==> config.mk <==
export PLATFORM = sky130hd
export DESIGN_NAME = mirq_unit
export DESIGN_NICKNAME = d
export VERILOG_FILES = /design/src/rtl/mirq_pkg.sv /design/src/rtl/mirq_tmr_cmp.sv /design/src/rtl/mirq_pending.sv /design/src/rtl/mirq_prio.sv /design/src/rtl/mirq_ctrl.sv /design/src/rtl/mirq_unit.sv
export SDC_FILE = /design/constraint.sdc
export NUM_CORES = 1
export LEC_CHECK = 0
export BUFFER_PORTS_ARGS = -buffer_cell sky130_fd_sc_hd__buf_2
export CAP_MARGIN = 25
export CORE_AREA = 3 3 106 108
export CTS_CLUSTER_DIAMETER = 30
export CTS_CLUSTER_SIZE = 12
export DETAILED_ROUTE_END_ITERATION = 10
export DIE_AREA = 0 0 109 111
export SYNTH_ARGS = -nofsm -noshare
export SYNTH_HDL_FRONTEND = slang
export SYNTH_SLANG_ARGS = --single-unit
==> constraint.sdc <==
create_clock -name clk -period 2.3 [get_ports clk]
set_input_delay 0.575 -clock clk [delete_from_list [all_inputs] [get_ports clk]]
set_output_delay 0.575 -clock clk [all_outputs]
set_load 0.03 [all_outputs]
==> src/rtl/mirq_pkg.sv <==
package mirq_pkg;

    localparam int XLEN_DEF = 32;
    localparam int NORD     = 9;

    // Fixed arbitration order, highest priority first.
    localparam int PRIO_ORDER [NORD] = '{11, 3, 7, 9, 1, 5, 13, 16, 17};

    localparam int TMR_BIT  = 7;
    localparam int PORT_BIT = 16;
    localparam int MSG_BIT  = 17;

    typedef enum logic [1:0] {
        ST_RUN  = 2'd0,
        ST_WAIT = 2'd1,
        ST_TRAP = 2'd2
    } ctrl_state_e;

endpackage

==> src/rtl/mirq_tmr_cmp.sv <==
module mirq_tmr_cmp #(
    parameter int TW = 32
) (
    input  logic [TW-1:0] cnt_hi,
    input  logic [TW-1:0] cnt_lo,
    input  logic [TW-1:0] cmp_hi,
    input  logic [TW-1:0] cmp_lo,
    output logic          due
);
    logic hi_past;
    logic hi_same;
    logic lo_reached;

    always_comb begin
        hi_past    = (cmp_hi < cnt_hi);
        hi_same    = (cmp_hi == cnt_hi);
        lo_reached = (cnt_lo >= cmp_lo);
        due        = hi_past || (hi_same && lo_reached);
    end
endmodule

==> src/rtl/mirq_pending.sv <==
module mirq_pending
    import mirq_pkg::*;
#(
    parameter int XLEN = XLEN_DEF
) (
    input  logic            clk,
    input  logic            rst_n,
    input  logic            tmr_due,
    input  logic            port_evt,
    input  logic            msg_evt,
    input  logic            en_we,
    input  logic            pend_we,
    input  logic [XLEN-1:0] wdata,
    output logic [XLEN-1:0] en_q,
    output logic [XLEN-1:0] pend_q
);
    localparam logic [XLEN-1:0] IMPL_MASK =
        (XLEN'(1) << TMR_BIT) | (XLEN'(1) << PORT_BIT) | (XLEN'(1) << MSG_BIT);
    localparam logic [XLEN-1:0] SW_MASK =
        (XLEN'(1) << PORT_BIT) | (XLEN'(1) << MSG_BIT);

    logic [XLEN-1:0] pend_d;
    logic [XLEN-1:0] en_d;

    always_comb begin
        pend_d          = pend_q;
        pend_d[TMR_BIT] = tmr_due;
        if (port_evt) pend_d[PORT_BIT] = 1'b1;
        if (msg_evt)  pend_d[MSG_BIT]  = 1'b1;
        // Software write wins over a coinciding strobe.
        if (pend_we)  pend_d = (pend_d & ~SW_MASK) | (wdata & SW_MASK);
        pend_d = pend_d & IMPL_MASK;

        en_d = en_q;
        if (en_we) en_d = wdata & IMPL_MASK;
    end

    always_ff @(posedge clk) begin
        if (!rst_n) begin
            en_q   <= '0;
            pend_q <= '0;
        end else begin
            en_q   <= en_d;
            pend_q <= pend_d;
        end
    end

    a_r3_timer_tracks: assert property (@(posedge clk) disable iff (!rst_n)
        rst_n |=> (pend_q[TMR_BIT] == $past(tmr_due)));

    a_r4_port_sets: assert property (@(posedge clk) disable iff (!rst_n)
        (port_evt && !pend_we) |=> pend_q[PORT_BIT]);

    a_r4_msg_sets: assert property (@(posedge clk) disable iff (!rst_n)
        (msg_evt && !pend_we) |=> pend_q[MSG_BIT]);

    a_r4_sticky: assert property (@(posedge clk) disable iff (!rst_n)
        (pend_q[PORT_BIT] && !pend_we) |=> pend_q[PORT_BIT]);

    a_r2_en_unimpl_zero: assert property (@(posedge clk) disable iff (!rst_n)
        en_we |=> ((en_q & ~IMPL_MASK) == '0));
endmodule

==> src/rtl/mirq_prio.sv <==
module mirq_prio
    import mirq_pkg::*;
#(
    parameter int XLEN = XLEN_DEF,
    localparam int IDXW = $clog2(XLEN)
) (
    input  logic [XLEN-1:0] hit,
    output logic            any,
    output logic [IDXW-1:0] idx
);
    // Scan from lowest to highest priority; the last match wins.
    always_comb begin
        any = 1'b0;
        idx = '0;
        for (int k = NORD - 1; k >= 0; k--) begin
            if (hit[PRIO_ORDER[k]]) begin
                any = 1'b1;
                idx = IDXW'(PRIO_ORDER[k]);
            end
        end
    end

    always_comb begin
        if (any) begin
            a_r5_winner_is_hit: assert (hit[idx]);
        end
    end
endmodule

==> src/rtl/mirq_ctrl.sv <==
module mirq_ctrl
    import mirq_pkg::*;
#(
    parameter int XLEN = XLEN_DEF,
    localparam int IDXW = $clog2(XLEN)
) (
    input  logic            clk,
    input  logic            rst_n,
    input  logic            insn_boundary,
    input  logic            wfi_enter,
    input  logic            trap_ack,
    input  logic            trap_ret,
    input  logic            gie_we,
    input  logic            gie_wdata,
    input  logic            irq_any,
    input  logic [IDXW-1:0] irq_idx,
    output logic            trap_req,
    output logic [XLEN-1:0] trap_cause,
    output logic            wake,
    output logic            gie,
    output logic            gie_saved
);
    ctrl_state_e     state_q, state_d;
    logic [XLEN-1:0] cause_q, cause_d;
    logic            gie_q, gie_saved_q;
    logic            take;

    always_comb begin
        take    = insn_boundary && gie_q && irq_any;
        cause_d = '0;
        cause_d[XLEN-1]   = 1'b1;
        cause_d[IDXW-1:0] = irq_idx;
        state_d = state_q;
        unique case (state_q)
            ST_RUN: begin
                if (take)           state_d = ST_TRAP;
                else if (wfi_enter) state_d = ST_WAIT;
            end
            ST_WAIT: begin
                if (irq_any)        state_d = ST_RUN;
            end
            ST_TRAP: begin
                if (trap_ack)       state_d = ST_RUN;
            end
            default:                state_d = ST_RUN;
        endcase
    end

    // State register, latched cause, global enable pair.
    always_ff @(posedge clk) begin
        if (!rst_n) begin
            state_q     <= ST_RUN;
            cause_q     <= '0;
            gie_q       <= 1'b0;
            gie_saved_q <= 1'b0;
        end else begin
            state_q <= state_d;
            if (state_q == ST_RUN && take) cause_q <= cause_d;
            if (state_q == ST_TRAP && trap_ack) begin
                gie_q       <= 1'b0;
                gie_saved_q <= gie_q;
            end else if (trap_ret) begin
                gie_q       <= gie_saved_q;
                gie_saved_q <= 1'b1;
            end else if (gie_we) begin
                gie_q <= gie_wdata;
            end
        end
    end

    // Outputs.
    always_comb begin
        trap_req   = (state_q == ST_TRAP);
        trap_cause = trap_req ? cause_q : '0;
        wake       = (state_q == ST_WAIT) && irq_any;
        gie        = gie_q;
        gie_saved  = gie_saved_q;
    end

    a_r6_no_trap_gie_off: assert property (@(posedge clk) disable iff (!rst_n)
        (state_q == ST_RUN && insn_boundary && !gie_q) |=> !trap_req);

    a_r6_take_on_hit: assert property (@(posedge clk) disable iff (!rst_n)
        (state_q == ST_RUN && insn_boundary && gie_q && irq_any) |=> trap_req);

    a_r7_cause_hold: assert property (@(posedge clk) disable iff (!rst_n)
        (state_q == ST_TRAP && !trap_ack) |=> (trap_req && $stable(trap_cause)));

    a_r7_ack_clears: assert property (@(posedge clk) disable iff (!rst_n)
        (state_q == ST_TRAP && trap_ack) |=> (!gie_q && gie_saved_q == $past(gie_q) && !trap_req));

    a_r8_ret_restores: assert property (@(posedge clk) disable iff (!rst_n)
        (trap_ret && !(state_q == ST_TRAP && trap_ack)) |=> (gie_q == $past(gie_saved_q) && gie_saved_q));

    a_r9_resume: assert property (@(posedge clk) disable iff (!rst_n)
        (state_q == ST_WAIT && irq_any) |=> (state_q == ST_RUN));
endmodule

==> src/rtl/mirq_unit.sv <==
module mirq_unit
    import mirq_pkg::*;
#(
    parameter int XLEN = XLEN_DEF,
    parameter int TW   = 32
) (
    input  logic            clk,
    input  logic            rst_n,
    input  logic [TW-1:0]   tmr_cnt_hi,
    input  logic [TW-1:0]   tmr_cnt_lo,
    input  logic [TW-1:0]   tmr_cmp_hi,
    input  logic [TW-1:0]   tmr_cmp_lo,
    input  logic            port_evt,
    input  logic            msg_evt,
    input  logic            csr_we,
    input  logic            csr_sel,
    input  logic [XLEN-1:0] csr_wdata,
    input  logic            gie_we,
    input  logic            gie_wdata,
    input  logic            insn_boundary,
    input  logic            wfi_enter,
    input  logic            trap_ack,
    input  logic            trap_ret,
    output logic [XLEN-1:0] en_rdata,
    output logic [XLEN-1:0] pend_rdata,
    output logic            gie,
    output logic            gie_saved,
    output logic            trap_req,
    output logic [XLEN-1:0] trap_cause,
    output logic            wake
);
    localparam int IDXW = $clog2(XLEN);

    logic            tmr_due;
    logic [XLEN-1:0] en_q;
    logic [XLEN-1:0] pend_q;
    logic [XLEN-1:0] hit;
    logic            irq_any;
    logic [IDXW-1:0] irq_idx;

    mirq_tmr_cmp #(.TW(TW)) u_tmr (
        .cnt_hi (tmr_cnt_hi),
        .cnt_lo (tmr_cnt_lo),
        .cmp_hi (tmr_cmp_hi),
        .cmp_lo (tmr_cmp_lo),
        .due    (tmr_due)
    );

    mirq_pending #(.XLEN(XLEN)) u_pend (
        .clk      (clk),
        .rst_n    (rst_n),
        .tmr_due  (tmr_due),
        .port_evt (port_evt),
        .msg_evt  (msg_evt),
        .en_we    (csr_we && !csr_sel),
        .pend_we  (csr_we && csr_sel),
        .wdata    (csr_wdata),
        .en_q     (en_q),
        .pend_q   (pend_q)
    );

    assign hit = en_q & pend_q;

    mirq_prio #(.XLEN(XLEN)) u_prio (
        .hit (hit),
        .any (irq_any),
        .idx (irq_idx)
    );

    mirq_ctrl #(.XLEN(XLEN)) u_ctrl (
        .clk           (clk),
        .rst_n         (rst_n),
        .insn_boundary (insn_boundary),
        .wfi_enter     (wfi_enter),
        .trap_ack      (trap_ack),
        .trap_ret      (trap_ret),
        .gie_we        (gie_we),
        .gie_wdata     (gie_wdata),
        .irq_any       (irq_any),
        .irq_idx       (irq_idx),
        .trap_req      (trap_req),
        .trap_cause    (trap_cause),
        .wake          (wake),
        .gie           (gie),
        .gie_saved     (gie_saved)
    );

    assign en_rdata   = en_q;
    assign pend_rdata = pend_q;
endmodule

==> qor.json, run 1 <==
{
  "clock.fmax": {"value": 0.465, "unit": "GHz"},
  "synth_sequential_area_ratio": {"value": 0.0971},
  "synth.top_cells.by_area": {"value": "sky130_fd_sc_hd__ha_1 (28%), sky130_fd_sc_hd__buf_4 (22%), sky130_fd_sc_hd__dfxtp_1 (9.7%)"},
  "worst_slew_margin_rel": {"value": 0.613},
  "clk_path_buf_depth": {"value": 2},
  "timing.critical_path.from_type": {"value": "input port"},
  "row_count": {"value": 37},
  "cts_tree": {"value": "built"},
  "synth_cells": {"value": 372},
  "vias": {"value": 2781},
  "first_global_vias": {"value": 2634},
  "critPathArrivalTime": {"value": 2.27, "unit": "ns"},
  "diodes": {"value": 0},
  "synthesis.yosys.warnings": {"value": 0},
  "ant_nets": {"value": 0},
  "vdd_drop_max": {"value": 0.220, "unit": "mV"},
  "power.leakage": {"value": 2.25, "unit": "nW"},
  "worstHoldPathType": {"value": "reg -> reg"},
  "critPathTopFamily": {"value": "simple AND/OR/NAND/NOR gates"},
  "rrSetupSlack": {"value": 0.67, "unit": "ns"},
  "finalHoldViolations": {"value": 0},
  "wl_met2": {"value": 3980, "unit": "um"},
  "clock_tree.htree_level_count": {"value": 1},
  "die_area": {"value": 0.0121, "unit": "mm^2"},
  "drt_iter0_markers": {"value": 53},
  "postLayoutSetupSlackWorst": {"value": 0.149, "unit": "ns"},
  "postSynth.asyncResetShare": {"value": 0},
  "floorplan.initialDensity": {"value": 0.280},
  "fin_total_pwr": {"value": 0.00113, "unit": "W"},
  "cts.root.buffer_cell": {"value": "sky130_fd_sc_hd__clkbuf_8"},
  "share_of_the_cycle_needed_by_the_critical_path_after_routing": {"value": 0.935},
  "share_of_final_layout_standard_cells_stronger_than_drive_strength_1": {"value": 0.321},
  "critPathMaxStageDelay": {"value": 0.43, "unit": "ns"},
  "clock_skew": {"value": 0.00373, "unit": "ns"},
  "drtPass1Iterations": {"value": 4},
  "route.layer.met1.wl": {"value": 2580, "unit": "um"},
  "timing.setup.critical_path_class": {"value": "in -> reg"},
  "endpoint_kind": {"value": "register"},
  "remaining_drc_errors": {"value": 0},
  "status": {"value": "finished clean"},
  "io_pins": {"value": 272},
  "ys_types": {"value": 44},
  "postSynth.topFlopCell": {"value": "sky130_fd_sc_hd__dfxtp_1"},
  "cp_num_buf_inv": {"value": 2},
  "cp_data_required_time": {"value": 2.42, "unit": "ns"},
  "crit_slowest_cell": {"value": "sky130_fd_sc_hd__or4_1"},
  "drv_slew": {"value": 0},
  "syn_to_final_growth": {"value": 25.1, "unit": "%"},
  "power.density": {"value": 312, "unit": "mW/mm^2"},
  "rsz0062_at_grt": {"value": "false"},
  "core": {"value": 0.0103, "unit": "mm^2"},
  "postSynthAreaPerCell": {"value": 7.76, "unit": "um^2"},
  "hold_ws": {"value": 0.465, "unit": "ns"},
  "global_route.overflow_total": {"value": 0},
  "post-synth-top-area-fraction": {"value": 0.277},
  "max_slew.worst_pin.slew": {"value": 0.575, "unit": "ns"},
  "finish.net_count": {"value": 773},
  "timing.final.setup_violations": {"value": 0},
  "min_tclk_post_route": {"value": 2.15, "unit": "ns"},
  "synth_seq_cells": {"value": 14},
  "grt_first_pass_wirelength": {"value": 10800, "unit": "um"},
  "worst-path-max-fanout": {"value": 1},
  "cts.hold.buffers_added": {"value": 0},
  "placement.setup.worst_slack": {"value": -0.223, "unit": "ns"},
  "yosys.cell_count.top_type": {"value": "sky130_fd_sc_hd__buf_4"},
  "mappedNetlistArea": {"value": 0.00289, "unit": "mm^2"},
  "totalWireLength": {"value": 7360, "unit": "um"},
  "grt_start_max_net_pins": {"value": 16},
  "number_of_antenna_violations_at_the_first_check_in_global_routing": {"value": 0},
  "insertion_delay": {"value": 0.24, "unit": "ns"},
  "max_cap_violations": {"value": 0},
  "synth_enable_flop_cells": {"value": 0},
  "numCtsBuffers": {"value": 3},
  "die_w": {"value": 109, "unit": "um"},
  "place.detailed.hpwl": {"value": 6950, "unit": "um"},
  "synth_top_cells_by_count": {"value": "sky130_fd_sc_hd__buf_4 (86), sky130_fd_sc_hd__inv_1 (65), sky130_fd_sc_hd__ha_1 (64), sky130_fd_sc_hd__a21oi_1 (23), sky130_fd_sc_hd__nand2_1 (15)"},
  "placer_congestion": {"value": 0.735},
  "synthDominantAreaCellType": {"value": "sky130_fd_sc_hd__ha_1"},
  "post_drt_via_cell_ratio": {"value": 4.14},
  "floorplan.die.height": {"value": 111, "unit": "um"},
  "cts_num_sinks": {"value": 14},
  "crit_path_cell_trace": {"value": "buf_2 > inv_1 > ha_1 > nand2b_4 > a2111oi_4 > nor4b_1 > or4_1 > a21oi_2 > o22ai_1"},
  "routedWlPerCell": {"value": 11.0, "unit": "um"},
  "port-buffer-count": {"value": 157},
  "grt_util_all_layers": {"value": 0.108},
  "met3_wirelength": {"value": 760, "unit": "um"},
  "worst_setup_hold_path_clk_slew": {"value": 0.06, "unit": "ns"},
  "highest_layer": {"value": "met4"}
}
[layout make-up]
cell class | instances | area [um^2]
Fill cell | 1107 | 6710
Multi-Input combinational cell | 290 | 2030
Timing Repair Buffer | 163 | 831
Sequential cell | 14 | 280
Inverter | 65 | 244
Tap cell | 136 | 170
Clock buffer | 4 | 55.1
[sequential cells by signal, summed over array words and instances (netlist names)]
register / flops
u_ctrl.cause_q: 4
u_ctrl.gie: 1
u_ctrl.gie_saved: 1
u_ctrl.state_q: 2
u_pend.en_q: 3
u_pend.pend_q: 3
[placed cells by master, fill, tap and decap left out, types with 2 or more instances in the layout]
cell type,count
sky130_fd_sc_hd__buf_2,157
sky130_fd_sc_hd__conb_1,85
sky130_fd_sc_hd__inv_1,65
sky130_fd_sc_hd__ha_1,64
sky130_fd_sc_hd__a21oi_1,22
sky130_fd_sc_hd__nand2_1,15
sky130_fd_sc_hd__dfxtp_1,14
sky130_fd_sc_hd__nor2b_1,11
sky130_fd_sc_hd__o21ai_0,9
sky130_fd_sc_hd__a21o_1,9
sky130_fd_sc_hd__nand3_1,7
sky130_fd_sc_hd__nor2_1,7
sky130_fd_sc_hd__nand4_1,7
sky130_fd_sc_hd__buf_4,6
sky130_fd_sc_hd__and2_1,4
sky130_fd_sc_hd__mux2i_1,4
sky130_fd_sc_hd__clkbuf_8,4
sky130_fd_sc_hd__and3_1,3
sky130_fd_sc_hd__a21boi_0,3
sky130_fd_sc_hd__o21a_1,3
sky130_fd_sc_hd__nor4b_1,3
sky130_fd_sc_hd__and4_1,3
sky130_fd_sc_hd__o211ai_1,3
sky130_fd_sc_hd__nor3b_1,2
sky130_fd_sc_hd__o211a_1,2
sky130_fd_sc_hd__nor3_1,2
sky130_fd_sc_hd__a211oi_1,2
sky130_fd_sc_hd__nor4_1,2
[report_power, final]
part	total, W	internal [W]	switching, W
Clock	0.000238	0.000151	0.0000862
Combinational	0.000625	0.000229	0.000396
Sequential	0.000266	0.000254	0.0000118
[per-stage QoR]
stage | utilization | setup TNS (ns) | std cells | instance area [um^2]
final | 0.350 | 0 | 672 | 3610
after global routing | 0.350 | 0 | 672 | 3610
after CTS | 0.348 | 0 | 670 | 3590
after detailed placement | 0.343 | -0.223 | 666 | 3540
after global placement | 0.343 | -0.190 | 666 | 3540
after floorplan | - | 0 | 456 | 3200
[layer usage]
| metal | GRT usage | up-vias |
|---|---|---|
| met5 | 0 | - |
| met4 | 0.0244 | 0 |
| met3 | 0.0181 | 6 |
| met2 | 0.218 | 131 |
| met1 | 0.110 | 1225 |
| li1 | - | 1419 |
[what timing repair did]
item	CTS	global route
gates resized for setup	0	1
buffers inserted	0	2
endpoints found under the setup margin	0	2
[cells by family (layout without fill, tap and decap cells)]
logic type,after synthesis,count (layout),synth area share
AO/OA/AOI/OAI,66,66,0.158
buffers and inverters,152,232,0.309
adder cells (fa/ha/maj),64,64,0.277
AND/OR/NAND/NOR,71,71,0.143
multiplexers,4,4,0.0139
other,1,85,0.00130
flip-flops,14,14,0.0971
[worst paths after layout]
path / from / to / cells after the start
min: u_ctrl.cause_q[31] / u_ctrl.cause_q[31] / 1
max: tmr_cnt_lo[0] / u_pend.pend_q[7] / 9
max reg2reg: u_pend.en_q[7] / u_ctrl.cause_q[4] / 5
min reg2reg: u_ctrl.cause_q[31] / u_ctrl.cause_q[31] / 1
(Power assumes the default switching activity.)
==> run 2, diff against run 1 <==
REMOVE_ABC_BUFFERS = 1   (was not set)
==> qor.json, run 2 (synthesis results as in run 1) <==
{
  "cp_data_required_time": {"value": 2.41, "unit": "ns"},
  "clock_skew": {"value": 0.00466, "unit": "ns"},
  "remaining_drc_errors": {"value": 0},
  "diodes": {"value": 0},
  "port-buffer-count": {"value": 157},
  "grt_util_all_layers": {"value": 0.101},
  "drtPass1Iterations": {"value": 4},
  "worst-path-max-fanout": {"value": 1},
  "core": {"value": 0.0103, "unit": "mm^2"},
  "numCtsBuffers": {"value": 3},
  "cp_num_buf_inv": {"value": 2},
  "routedWlPerCell": {"value": 10.5, "unit": "um"},
  "reg_top3": {"value": "u_ctrl.cause_q x4, u_pend.en_q x3, u_pend.pend_q x3"},
  "largest_register": {"value": "u_ctrl.cause_q"},
  "floorplan.initialDensity": {"value": 0.280},
  "clock_tree.htree_level_count": {"value": 1},
  "power.leakage": {"value": 2.24, "unit": "nW"},
  "postLayoutSetupSlackWorst": {"value": 0.150, "unit": "ns"},
  "utilization": {"value": 0.348},
  "insertion_delay": {"value": 0.24, "unit": "ns"},
  "floorplan.die.height": {"value": 111, "unit": "um"},
  "cts_num_sinks": {"value": 14},
  "share_of_final_layout_standard_cells_stronger_than_drive_strength_1": {"value": 0.318},
  "ant_nets": {"value": 0},
  "number_of_antenna_violations_at_the_first_check_in_global_routing": {"value": 0},
  "cts_tree": {"value": "built"},
  "post_layout_nonfiller_instances": {"value": 670},
  "worstHoldPathType": {"value": "reg -> reg"},
  "global_route.overflow_total": {"value": 0},
  "most-common-layout-cells": {"value": "sky130_fd_sc_hd__buf_2 (157), sky130_fd_sc_hd__conb_1 (85), sky130_fd_sc_hd__inv_1 (65)"},
  "die_area": {"value": 0.0121, "unit": "mm^2"},
  "totalWireLength": {"value": 7010, "unit": "um"},
  "max_cap_violations": {"value": 0},
  "grt_first_pass_wirelength": {"value": 10400, "unit": "um"},
  "post_drt_via_cell_ratio": {"value": 4.02},
  "drt_iter0_markers": {"value": 77},
  "worst_setup_hold_path_clk_slew": {"value": 0.05, "unit": "ns"},
  "critPathTopFamily": {"value": "simple AND/OR/NAND/NOR gates"},
  "dpl.cell_count": {"value": 667},
  "placer_congestion": {"value": 0.743},
  "status": {"value": "finished clean"},
  "critPathMaxStageDelay": {"value": 0.45, "unit": "ns"},
  "clock.fmax": {"value": 0.465, "unit": "GHz"},
  "cts.root.buffer_cell": {"value": "sky130_fd_sc_hd__clkbuf_8"},
  "rsz0062_at_grt": {"value": "false"},
  "finalHoldViolations": {"value": 0},
  "timing.final.setup_violations": {"value": 0},
  "timing.critical_path.from_type": {"value": "input port"},
  "vias": {"value": 2696},
  "share_of_the_cycle_needed_by_the_critical_path_after_routing": {"value": 0.935},
  "layout_commonest_cell": {"value": "sky130_fd_sc_hd__buf_2"},
  "largest_register_ffs": {"value": 4},
  "crit_slowest_cell": {"value": "sky130_fd_sc_hd__or4_1"},
  "max_slew.worst_pin.slew": {"value": 0.652, "unit": "ns"},
  "finish.net_count": {"value": 772},
  "io_pins": {"value": 272},
  "row_count": {"value": 37},
  "die_w": {"value": 109, "unit": "um"},
  "worst_slew_margin_rel": {"value": 0.566},
  "place.detailed.hpwl": {"value": 6660, "unit": "um"},
  "crit_path_cell_trace": {"value": "buf_2 > inv_1 > ha_1 > nand2b_4 > a2111oi_4 > nor4b_1 > or4_1 > a21oi_2 > o22ai_1"},
  "min_tclk_post_route": {"value": 2.15, "unit": "ns"},
  "endpoint_kind": {"value": "register"},
  "placement.setup.worst_slack": {"value": -0.214, "unit": "ns"},
  "grt_start_max_net_pins": {"value": 16},
  "syn_to_final_growth": {"value": 24.4, "unit": "%"},
  "power.density": {"value": 300, "unit": "mW/mm^2"},
  "timing.setup.critical_path_class": {"value": "in -> reg"},
  "critPathArrivalTime": {"value": 2.26, "unit": "ns"},
  "clk_path_buf_depth": {"value": 2},
  "vdd_drop_max": {"value": 0.209, "unit": "mV"},
  "first_global_vias": {"value": 2470},
  "drv_slew": {"value": 0}
}
run 2: cell types whose count changed in the layout (fill, tap and decap cells not counted), sizes merged:
| cell | change |
|---|---|
| buf | -1 |
| clkbuf | -1 |
run 2: power breakdown:
part	switching, W	leakage [nW]	internal, W
logic	0.000393	2.10	0.000229
registers	0.0000123	0.115	0.000254
clock network	0.0000736	0.0216	0.000115
run 2: worst paths after layout:
check	start	end	slack, ns	depth (start not counted)
worst max-delay path	tmr_cnt_lo[0]	u_pend.pend_q[7]	0.15	9
worst max register to register	u_pend.en_q[17]	u_ctrl.cause_q[4]	0.77	4
worst min register to register	u_ctrl.cause_q[31]	u_ctrl.cause_q[31]	0.46	1
worst min-delay path	u_ctrl.cause_q[31]	u_ctrl.cause_q[31]	0.46	1
run 2: metal layers:
| metal | global-route usage | wire, um |
|---|---|---|
| met2 | 0.191 | 3650 |
| met5 | 0 | 0 |
| met4 | 0.0219 | 78 |
| met1 | 0.114 | 2630 |
| met3 | 0.0181 | 647 |
run 2: cell type report:
type                       count  area, um^2
clock buffer                   3        41.3
fill                        1104        6730
inverter                      65         244
multi-input combinational    290        2030
sequential                    14         280
tap                          136         170
timing repair buffer         162         823
run 2: what timing repair did:
item	4_1_cts	5_1_grt
hold buffers	0	0
resized for setup	0	1
endpoints found under the setup margin	0	1
setup buffers	0	0
run 2: through the flow:
step                area (um^2)  power (W)  hold slack [ns]  setup TNS [ns]
floorplan                  2550   0.000691            0.432               0
global placement           3550   0.000880            0.448          -0.212
detailed placement         3550   0.000893            0.450          -0.214
CTS                        3590    0.00109            0.465               0
global route               3590    0.00117            0.498               0
finish                     3590    0.00108            0.463               0
==> run 3, diff against run 2 <==
RECOVER_POWER = 25   (was not set)
SLEW_MARGIN = 10   (was not set)
==> qor.json, run 3 (synthesis results as in run 1) <==
{
  "status": {"value": "finished clean"},
  "ant_nets": {"value": 0},
  "rsz0062_at_grt": {"value": "false"},
  "place.detailed.hpwl": {"value": 6660, "unit": "um"},
  "die_w": {"value": 109, "unit": "um"},
  "placer_congestion": {"value": 0.743},
  "worst_setup_hold_path_clk_slew": {"value": 0.05, "unit": "ns"},
  "worst_slew_margin_rel": {"value": 0.566},
  "insertion_delay": {"value": 0.24, "unit": "ns"},
  "post_layout_nonfiller_instances": {"value": 670},
  "floorplan.initialDensity": {"value": 0.280},
  "finish.net_count": {"value": 772},
  "number_of_antenna_violations_at_the_first_check_in_global_routing": {"value": 0},
  "worst-path-max-fanout": {"value": 1},
  "diodes": {"value": 0},
  "vias": {"value": 2692},
  "final_non_filler_cell_area": {"value": 0.00359, "unit": "mm^2"},
  "cts.hold.buffers_added": {"value": 0},
  "min_tclk_post_route": {"value": 2.15, "unit": "ns"},
  "utilization": {"value": 0.348},
  "grt_start_max_net_pins": {"value": 16},
  "first_global_vias": {"value": 2470},
  "post_drt_via_cell_ratio": {"value": 4.02},
  "max_slew.worst_pin.slew": {"value": 0.652, "unit": "ns"},
  "cp_data_required_time": {"value": 2.41, "unit": "ns"},
  "share_of_final_layout_standard_cells_stronger_than_drive_strength_1": {"value": 0.315},
  "die_area": {"value": 0.0121, "unit": "mm^2"},
  "global_route.overflow_total": {"value": 0},
  "io_pins": {"value": 272},
  "hold_ws": {"value": 0.463, "unit": "ns"},
  "crit_slowest_cell": {"value": "sky130_fd_sc_hd__or4_1"},
  "power.leakage": {"value": 2.23, "unit": "nW"},
  "numCtsBuffers": {"value": 3},
  "remaining_drc_errors": {"value": 0},
  "cts_tree": {"value": "built"},
  "largest_register_ffs": {"value": 4},
  "layout_commonest_cell": {"value": "sky130_fd_sc_hd__buf_2"},
  "rrSetupSlack": {"value": 0.77, "unit": "ns"},
  "num-fill-cells": {"value": 1106},
  "grt_util_all_layers": {"value": 0.101},
  "share_of_the_cycle_needed_by_the_critical_path_after_routing": {"value": 0.934},
  "cts.repair_timing.setup_buffer_count": {"value": 0},
  "routedWlPerCell": {"value": 10.4, "unit": "um"},
  "place_area": {"value": 0.00355, "unit": "mm^2"},
  "timing.critical_path.from_type": {"value": "input port"},
  "drtPass1Iterations": {"value": 4},
  "timing.final.setup_violations": {"value": 0},
  "worstHoldPathType": {"value": "reg -> reg"},
  "clock_skew": {"value": 0.00419, "unit": "ns"},
  "critPathMaxStageDelay": {"value": 0.45, "unit": "ns"},
  "row_count": {"value": 37},
  "syn_to_final_growth": {"value": 24.3, "unit": "%"},
  "endpoint_kind": {"value": "register"},
  "clock.fmax": {"value": 0.465, "unit": "GHz"},
  "timing.setup.critical_path_class": {"value": "in -> reg"},
  "cts_num_sinks": {"value": 14},
  "cp_num_buf_inv": {"value": 2},
  "finalSetupTns": {"value": 0, "unit": "ns"},
  "drt_iter0_markers": {"value": 77},
  "largest_register": {"value": "u_ctrl.cause_q"},
  "totalWireLength": {"value": 7000, "unit": "um"},
  "core": {"value": 0.0103, "unit": "mm^2"},
  "clock_tree.htree_level_count": {"value": 1},
  "critPathTopFamily": {"value": "simple AND/OR/NAND/NOR gates"},
  "floorplan.die.height": {"value": 111, "unit": "um"},
  "drv_slew": {"value": 0},
  "finalHoldViolations": {"value": 0},
  "vdd_drop_max": {"value": 0.209, "unit": "mV"},
  "power.density": {"value": 300, "unit": "mW/mm^2"},
  "dpl.cell_count": {"value": 667},
  "most-common-layout-cells": {"value": "sky130_fd_sc_hd__buf_2 (155), sky130_fd_sc_hd__conb_1 (85), sky130_fd_sc_hd__inv_1 (65)"},
  "reg_top3": {"value": "u_ctrl.cause_q x4, u_pend.en_q x3, u_pend.pend_q x3"},
  "clk_path_buf_depth": {"value": 2},
  "cts.root.buffer_cell": {"value": "sky130_fd_sc_hd__clkbuf_8"},
  "port-buffer-count": {"value": 157},
  "grt_first_pass_wirelength": {"value": 10400, "unit": "um"},
  "max_cap_violations": {"value": 0},
  "critPathArrivalTime": {"value": 2.26, "unit": "ns"},
  "crit_path_cell_trace": {"value": "buf_2 > inv_1 > ha_1 > nand2b_4 > a2111oi_4 > nor4b_1 > or4_1 > a21oi_2 > o22ai_1"}
}
-- run 3: cell types whose count changed in the layout (fill, tap and decap cells not counted) --
cell / delta
sky130_fd_sc_hd__buf_2: -2
sky130_fd_sc_hd__clkbuf_1: +2
-- run 3: repair_timing --
action | in CTS | in global routing
resized for setup | 0 | 1
endpoints found under the setup margin | 0 | 1
hold endpoints to repair | 0 | 0
-- run 3: worst reg2reg max path, delay by kind of cell, from the launching register on --
family	cells	cell delay, ns
AO/OA/AOI/OAI	2	0.35
flip-flops	1	0.37
AND/OR/NAND/NOR	2	0.70
-- run 3: cell type report --
cell class                      instances  area, um^2  area share
Tap cell                              136         170      0.0474
Timing Repair Buffer                  162         821       0.229
Inverter                               65         244      0.0680
Sequential cell                        14         280      0.0781
Clock buffer                            3        41.3      0.0115
Multi-Input combinational cell        290        2030       0.566
-- run 3: layer usage --
metal / part of all wire / GRT usage / routed length, um / up-vias
li1: - / - / - / 1417
met1: 0.37 / 0.114 / 2610 / 1148
met2: 0.52 / 0.191 / 3650 / 119
met3: 0.094 / 0.0181 / 661 / 8
met4: 0.011 / 0.0219 / 78 / 0
met5: 0 / 0 / 0 / -
-- run 3: report_power, final --
part	leakage (nW)	switching (W)	internal [W]
clock	0.0216	0.0000741	0.000115
sequential	0.115	0.0000123	0.000254
combinational	2.10	0.000393	0.000228
-- run 3: per-stage QoR --
stage          power (W)  setup WS [ns]
2_1_floorplan   0.000691          0.112
3_3_place_gp    0.000880         -0.212
3_5_place_dp    0.000893         -0.214
4_1_cts          0.00109         0.0336
5_1_grt          0.00117         0.0438
6_report         0.00108          0.151
-- run 3: path summary, 6_finish.rpt --
check                     start            endpoint  cells past startpoint
max               tmr_cnt_lo[0]    u_pend.pend_q[7]                      9
min          u_ctrl.cause_q[31]  u_ctrl.cause_q[31]                      1
max reg2reg     u_pend.en_q[17]   u_ctrl.cause_q[4]                      4
min reg2reg  u_ctrl.cause_q[31]  u_ctrl.cause_q[31]                      1
